`src/rtl/srx_pkg.sv`:
```
package srx_pkg;

   // synchronized pin pair carried through the input synchronizer
   typedef struct packed {
      logic sck;
      logic sdi;
   } srx_pin_t;

   localparam int unsigned SRX_PIN_W = $bits(srx_pin_t);

   // idle level of the shift clock: the opposite of the active edge's target
   function automatic logic srx_idle_level(input logic fall_sel);
      return fall_sel;
   endfunction

endpackage

```
`src/rtl/srx_sync.sv`:
```
module srx_sync #(
   parameter int unsigned STAGES = 2,
   parameter int unsigned W      = 2
) (
   input  logic         clk,
   input  logic         rst_n,
   input  logic [W-1:0] d,
   output logic [W-1:0] q
);
   logic [W-1:0] chain [STAGES];

   genvar g;
   generate
      for (g = 0; g < STAGES; g++) begin : g_stage
         if (g == 0) begin : g_first
            always_ff @(posedge clk or negedge rst_n) begin
               if (!rst_n) chain[g] <= '0;
               else        chain[g] <= d;
            end
         end else begin : g_next
            always_ff @(posedge clk or negedge rst_n) begin
               if (!rst_n) chain[g] <= '0;
               else        chain[g] <= chain[g-1];
            end
         end
      end
   endgenerate

   assign q = chain[STAGES-1];
endmodule

```
`src/rtl/srx_edge_pick.sv`:
```
module srx_edge_pick (
   input  logic clk,
   input  logic rst_n,
   input  logic lvl,
   input  logic fall_sel,
   output logic act
);
   logic prev_q;

   always_ff @(posedge clk or negedge rst_n) begin
      if (!rst_n) prev_q <= 1'b0;
      else        prev_q <= lvl;
   end

   always_comb begin
      if (fall_sel) act = prev_q & ~lvl;
      else          act = lvl & ~prev_q;
   end
endmodule

```
`src/rtl/srx_clkgen.sv`:
```
module srx_clkgen
   import srx_pkg::*;
#(
   parameter int unsigned DIV_HALF = 4
) (
   input  logic clk,
   input  logic rst_n,
   input  logic run,
   input  logic fall_sel,
   output logic sclk,
   output logic tick
);
   localparam int unsigned CW = (DIV_HALF > 1) ? $clog2(DIV_HALF) : 1;
   localparam logic [CW-1:0] LAST = CW'(DIV_HALF - 1);

   logic [CW-1:0] cnt_q;
   logic          sclk_q;
   logic          wrap;

   assign wrap = (cnt_q == LAST);

   always_ff @(posedge clk or negedge rst_n) begin
      if (!rst_n) begin
         cnt_q  <= '0;
         sclk_q <= 1'b0;
      end else if (!run) begin
         cnt_q  <= '0;
         sclk_q <= srx_idle_level(fall_sel);
      end else if (wrap) begin
         cnt_q  <= '0;
         sclk_q <= ~sclk_q;
      end else begin
         cnt_q  <= cnt_q + 1'b1;
      end
   end

   // a tick marks the edge on which the clock leaves its idle level
   assign tick = run & wrap & (sclk_q == srx_idle_level(fall_sel));
   assign sclk = sclk_q;
endmodule

```
`src/rtl/srx_shift.sv`:
```
module srx_shift #(
   parameter int unsigned W = 8
) (
   input  logic         clk,
   input  logic         rst_n,
   input  logic         clr,
   input  logic         tick,
   input  logic         din,
   output logic         load,
   output logic [W-1:0] word
);
   localparam int unsigned CW = $clog2(W);
   localparam logic [CW-1:0] LAST = CW'(W - 1);

   logic [CW-1:0] cnt_q;
   logic [W-1:0]  sr_q;

   always_ff @(posedge clk or negedge rst_n) begin
      if (!rst_n) begin
         cnt_q <= '0;
         sr_q  <= '0;
      end else if (clr) begin
         cnt_q <= '0;
      end else if (tick) begin
         cnt_q <= (cnt_q == LAST) ? '0 : cnt_q + 1'b1;
         sr_q  <= {din, sr_q[W-1:1]};
      end
   end

   assign load = tick & (cnt_q == LAST);
   assign word = {din, sr_q[W-1:1]};
endmodule

```
`src/rtl/srx_top.sv`:
```
module srx_top
   import srx_pkg::*;
#(
   parameter int unsigned DATA_W      = 8,
   parameter int unsigned DIV_HALF    = 4,
   parameter int unsigned SYNC_STAGES = 2
) (
   input  logic              clk,
   input  logic              rst_n,
   input  logic              cfg_master,
   input  logic              cfg_fall_edge,
   input  logic              cfg_rx_en,
   input  logic              rd_strobe,
   output logic [DATA_W-1:0] rd_data,
   output logic              rx_full,
   output logic              rx_irq,
   input  logic              sclk_in,
   output logic              sclk_out,
   output logic              sclk_oe,
   input  logic              sdata_in
);
   generate
      if (DATA_W < 2) begin : g_bad_w
         $error("srx_top: DATA_W must be at least 2");
      end
      if (SYNC_STAGES < 2) begin : g_bad_sync
         $error("srx_top: SYNC_STAGES must be at least 2");
      end
      if (DIV_HALF < SYNC_STAGES + 1) begin : g_bad_div
         $error("srx_top: DIV_HALF too small for the data synchronizer");
      end
   endgenerate

   srx_pin_t pin_raw, pin_s;
   logic     ext_act, m_tick, shift_tick, allow, load;
   logic [DATA_W-1:0] word;
   logic [DATA_W-1:0] buf_q;
   logic              full_q, irq_q;

   assign pin_raw.sck = sclk_in;
   assign pin_raw.sdi = sdata_in;

   srx_sync #(.STAGES(SYNC_STAGES), .W(SRX_PIN_W)) u_sync (
      .clk(clk), .rst_n(rst_n), .d(pin_raw), .q(pin_s)
   );

   srx_edge_pick u_edge (
      .clk(clk), .rst_n(rst_n), .lvl(pin_s.sck),
      .fall_sel(cfg_fall_edge), .act(ext_act)
   );

   assign allow = cfg_rx_en & ~full_q;

   srx_clkgen #(.DIV_HALF(DIV_HALF)) u_clkgen (
      .clk(clk), .rst_n(rst_n), .run(cfg_master & allow),
      .fall_sel(cfg_fall_edge), .sclk(sclk_out), .tick(m_tick)
   );

   assign shift_tick = allow & (cfg_master ? m_tick : ext_act);

   srx_shift #(.W(DATA_W)) u_shift (
      .clk(clk), .rst_n(rst_n), .clr(~cfg_rx_en), .tick(shift_tick),
      .din(pin_s.sdi), .load(load), .word(word)
   );

   always_ff @(posedge clk or negedge rst_n) begin
      if (!rst_n) begin
         buf_q  <= '0;
         full_q <= 1'b0;
         irq_q  <= 1'b0;
      end else begin
         irq_q <= load;
         if (load) begin
            buf_q  <= word;
            full_q <= 1'b1;
         end else if (rd_strobe) begin
            full_q <= 1'b0;
         end
      end
   end

   assign rd_data = buf_q;
   assign rx_full = full_q;
   assign rx_irq  = irq_q;
   assign sclk_oe = cfg_master;
endmodule

```
`config.mk`:
```
export PLATFORM = sky130hd
export DESIGN_NAME = srx_top
export DESIGN_NICKNAME = d
export VERILOG_FILES = /design/src/rtl/srx_pkg.sv /design/src/rtl/srx_sync.sv /design/src/rtl/srx_edge_pick.sv /design/src/rtl/srx_clkgen.sv /design/src/rtl/srx_shift.sv /design/src/rtl/srx_top.sv
export SDC_FILE = /design/constraint.sdc
export NUM_CORES = 1
export LEC_CHECK = 0
export ABC_AREA = 0
export CAP_MARGIN = 25
export CORE_MARGIN = 2
export CORE_UTILIZATION = 25
export CTS_CLUSTER_DIAMETER = 150
export DETAILED_ROUTE_END_ITERATION = 12
export DONT_BUFFER_PORTS = 1
export PLACE_DENSITY = 0.35
export SETUP_SLACK_MARGIN = 0.4
export SLEW_MARGIN = 0
export SYNTH_ARGS = -nofsm -noshare
export SYNTH_HDL_FRONTEND = slang
export SYNTH_SLANG_ARGS = --single-unit
```
`constraint.sdc`:
```
create_clock -name clk -period 3.05 [get_ports clk]
set_input_delay 0.61 -clock clk [delete_from_list [all_inputs] [get_ports clk]]
set_output_delay 0.61 -clock clk [all_outputs]
set_load 0.005 [all_outputs]
```
==> metrics.md <==
| Metric | Value |
|---|---|
| Max VDD drop | `0.1618 mV` |
| Io pins | `20` |
| Antenna violations before repair | `0` |
| Cts-stage hold buffer count | `0` |
| Post-Syn Instances | `75` |
| Layout cell share with drive strength beyond 1 | `31.25%` |
| Combinational power share | `6.4%` |
| Worst-skew pair later-pin latency | `about 0.27 ns` |
| DR pass1 iterations | `4` |
| Sw Ratio | `roughly 20%` |
| Top-count cell post-synth | `dfrtp_1` |
| CP endpoint kind | `register` |
| Main area contributors after synthesis | `dfrtp_1 (63%), mux2_2 (15%), ha_1 (3.4%)` |
| Initial Util | `25.64%` |
| Min cycle time layout | `roughly 2 ns` |
| Power Density | `602.1 nW/µm²` |
| Max Fclk | `502.2 MHz` |
| Synth Area in XOR/XNOR | `1.580%` |
| Post-cts sizing count | `0` |
| # setup viols final | `0` |
| Synth Area in Simple Gates | `6.546%` |
| GRT Overall Usage | `around 8%` |
| Post-DRT Antenna Nets | `0` |
| Post-route cell area | `1267 µm²` |
| Max_slew headroom | `66.17%` |
| Global routing's busiest layer | `met2` |
| Drt via density | `4.333` |
| Warnings from Yosys | `0` |
| Die span in y | `approximately 70 µm` |
| Vias in the first global route | `602` |
| Nets@finish | `92` |
| Register area share after synthesis | `63.21%` |
| Combinational family with the most area after synthesis | `multiplexers` |
| H-tree lvl count | `1` |
| Synthesized area | `1109 µm²` |
| CTS Buf Count | `3` |
| Diodes inserted | `0` |
| Area of the multi-input gates | `about 390 µm²` |
| Clk_skew | `between 0.007 and 0.008 ns` |
| Critical Path, Cell by Cell | `or3b_4, a2111oi_4, o21ai_4, mux2_2` |
| First-pass GRT wire length | `3.077 mm` |
| Wire length per cell | `~14 µm` |
| Top_reg_cell synth | `dfrtp_1` |
| Seq pwr share | `between 50% and 60%` |
| I/O Buffers | `0` |
| Distinct cells, synth | `21` |
| Die W | `70.59 µm` |
| Post-synthesis mux area share | `between 10% and 20%` |
| Outcome | `finished, final reports clean` |
| Largest net degree at the start of global routing | `29` |
| Maximum clock path buffer count | `2` |
| Slowest CP cell | `a2111oi_4` |
| Setup Crit Path Kind | `reg -> reg` |
| Highest cell delay on the worst timing path | `0.56 ns` |
| Post-synthesis share of cell area spent on full adders, half adders and majority gates | `about 3.4%` |
| Clock Power Share | `37.5%` |
| Synthesized Nets | `86` |
| Post-placement cell area | `around 1200 µm²` |
| CP Data Arrival Time | `between 2 and 2.5 ns` |
| Synth Area per Inst | `approximately 15 µm²` |
| Detailed placement HPWL | `1.257 mm` |
| Die area | `4983 µm²` |
| DR iter-0 viols | `35` |
| Core area | `4324 µm²` |
| Biggest area consumer among synthesized cells | `dfrtp_1` |
| GPL Wtd Cong | `0.6814` |
| Met1 global-route usage | `10.18%` |
| CTS root buffer | `clkbuf_8` |
| CTS tree | `built` |
| Commonest cells post-synth | `dfrtp_1 (28), mux2_2 (15), inv_1 (4), nand2_1 (4), o21ai_0 (4)` |
| Slew Limit Fails | `0` |
| Final Hold Viols | `0` |
| Postcts setup bufs | `0` |
| Post-synth EDFFs | `0` |
| GR Util met2 | `11.53%` |
| Fill cells | `between 400 and 500` |
| Pleak | `0.6085 nW` |
| Crit-path max FO | `10` |
| Int Pwr | `609.5 µW` |
| Post-route clock period utilization | `65.29%` |
| Clock transition at path regs | `0.10 ns` |
| RSZ-0062 raised after global routing | `false` |
| Final wirelength | `1.813 mm` |
| Total clock sinks | `28` |
| Min-delay worst type | `in -> async` |
| Hold Slack | `about 0.14 ns` |
| Yosys reg bits | `28` |
| DRC | `0` |
| Complex-gate fraction of the synthesized area | `7.111%` |
| Share of flip-flops with an asynchronous set or reset | `100.0%` |
| Synth-to-layout area growth | `14.33%` |
| Register area | `700.7 µm²` |
| NetSw | `between 150 and 200 µW` |
| Grt ovf | `0` |
| Setup TNS | `0 ns` |
| Crit start category | `register` |
| Max-Cap Viols | `0` |
| Area fraction of the dominant cell type after synthesis | `~63%` |
| Worst-margin pin slew | `0.5074 ns` |
| Routed vias | `572` |
| Row cnt | `24` |
| Met3 GRT Util | `2.849%` |
| Worst path required time | `3.21 ns` |
==> kinds of logic (layout without fill, tap and decap cells) <==
family	after synthesis	count (layout)
and+or+nand+nor	13	13
adders and majority gates	3	3
xor gates and xnor gates	2	2
DFF	28	28
AOI/OAI and AO/OA	8	8
buffers and inverters	5	10
muxes	16	16
==> cell usage in the layout (no fill, tap or decap), types with 2 or more instances in the layout <==
| master | n |
|---|---|
| clkbuf_8 | 3 |
| o21ai_0 | 4 |
| dfrtp_1 | 28 |
| o31ai_1 | 2 |
| ha_1 | 3 |
| mux2_2 | 15 |
| inv_1 | 4 |
| nand2_1 | 4 |
| nor2_1 | 2 |
==> final timing paths <==
kind                            startpoint          endpoint  slack (ns)  cells past startpoint
max                          u_edge.prev_q        rd_data[0]        1.06                      4
min                                  rst_n  u_shift.cnt_q[2]        0.14                      1
max reg2reg                  u_edge.prev_q        rd_data[0]        1.06                      4
min reg2reg                u_sync.chain[3]       u_sync.q[1]        0.35                      0
max in group asynchronous            rst_n           rx_full        2.38                      1
min in group clk           u_sync.chain[3]       u_sync.q[1]        0.35                      0
==> routing by layer <==
metal,share of wire (%),wire [µm]
met5,0,0
met4,1.3,24
met3,6.7,121
met2,48,873
met1,44,793
==> critical path: cells and delay by family, from the launching register on <==
family           cells  cell delay, ns
AO/OA/AOI/OAI        2            0.77
AND/OR/NAND/NOR      1            0.40
flip-flops           1            0.39
multiplexers         1            0.32
==> final cells by class <==
cell class                 count  area share, %
sequential                    28          55.28
multi-input combinational     42          30.40
tap                           52          5.133
clock buffer                   3          3.258
clock inverter                 1          2.369
timing repair buffer           2          2.369
inverter                       4          1.185
==> flip-flops by register name, summed over array words and instances, names as in the netlist <==
signal and count:
rd_data 8, rx_full 1, rx_irq 1, u_clkgen.cnt_q 2
u_clkgen.sclk 1, u_edge.prev_q 1, u_shift.cnt_q 3, u_shift.sr_q 7
u_sync.chain 2, u_sync.q 2
==> metrics by stage <==
step | setup WS, ns | utilization, % | std cells | total power [mW]
floorplan | 0.9659 | - | 75 | 0.4632
global placement | 0.8627 | 26.97 | 126 | 0.4763
detailed placement | 0.8496 | 26.97 | 126 | 0.4750
global route | 0.9413 | 29.31 | 132 | 0.8070
CTS | 1.043 | 28.62 | 130 | 0.7663
finish | 1.059 | 29.31 | 132 | 0.7631
==> power by group through the flow <==
stage / sequential, mW / combinational [mW] / clock [mW]
global placement: 0.437 / 0.0393 / 0
floorplan: 0.426 / 0.0375 / 0
finish: 0.428 / 0.0492 / 0.286
detailed placement: 0.435 / 0.0398 / 0
global route: 0.432 / 0.0566 / 0.318
CTS: 0.428 / 0.0395 / 0.298
Note: power is estimated with default switching activity, not from simulation.
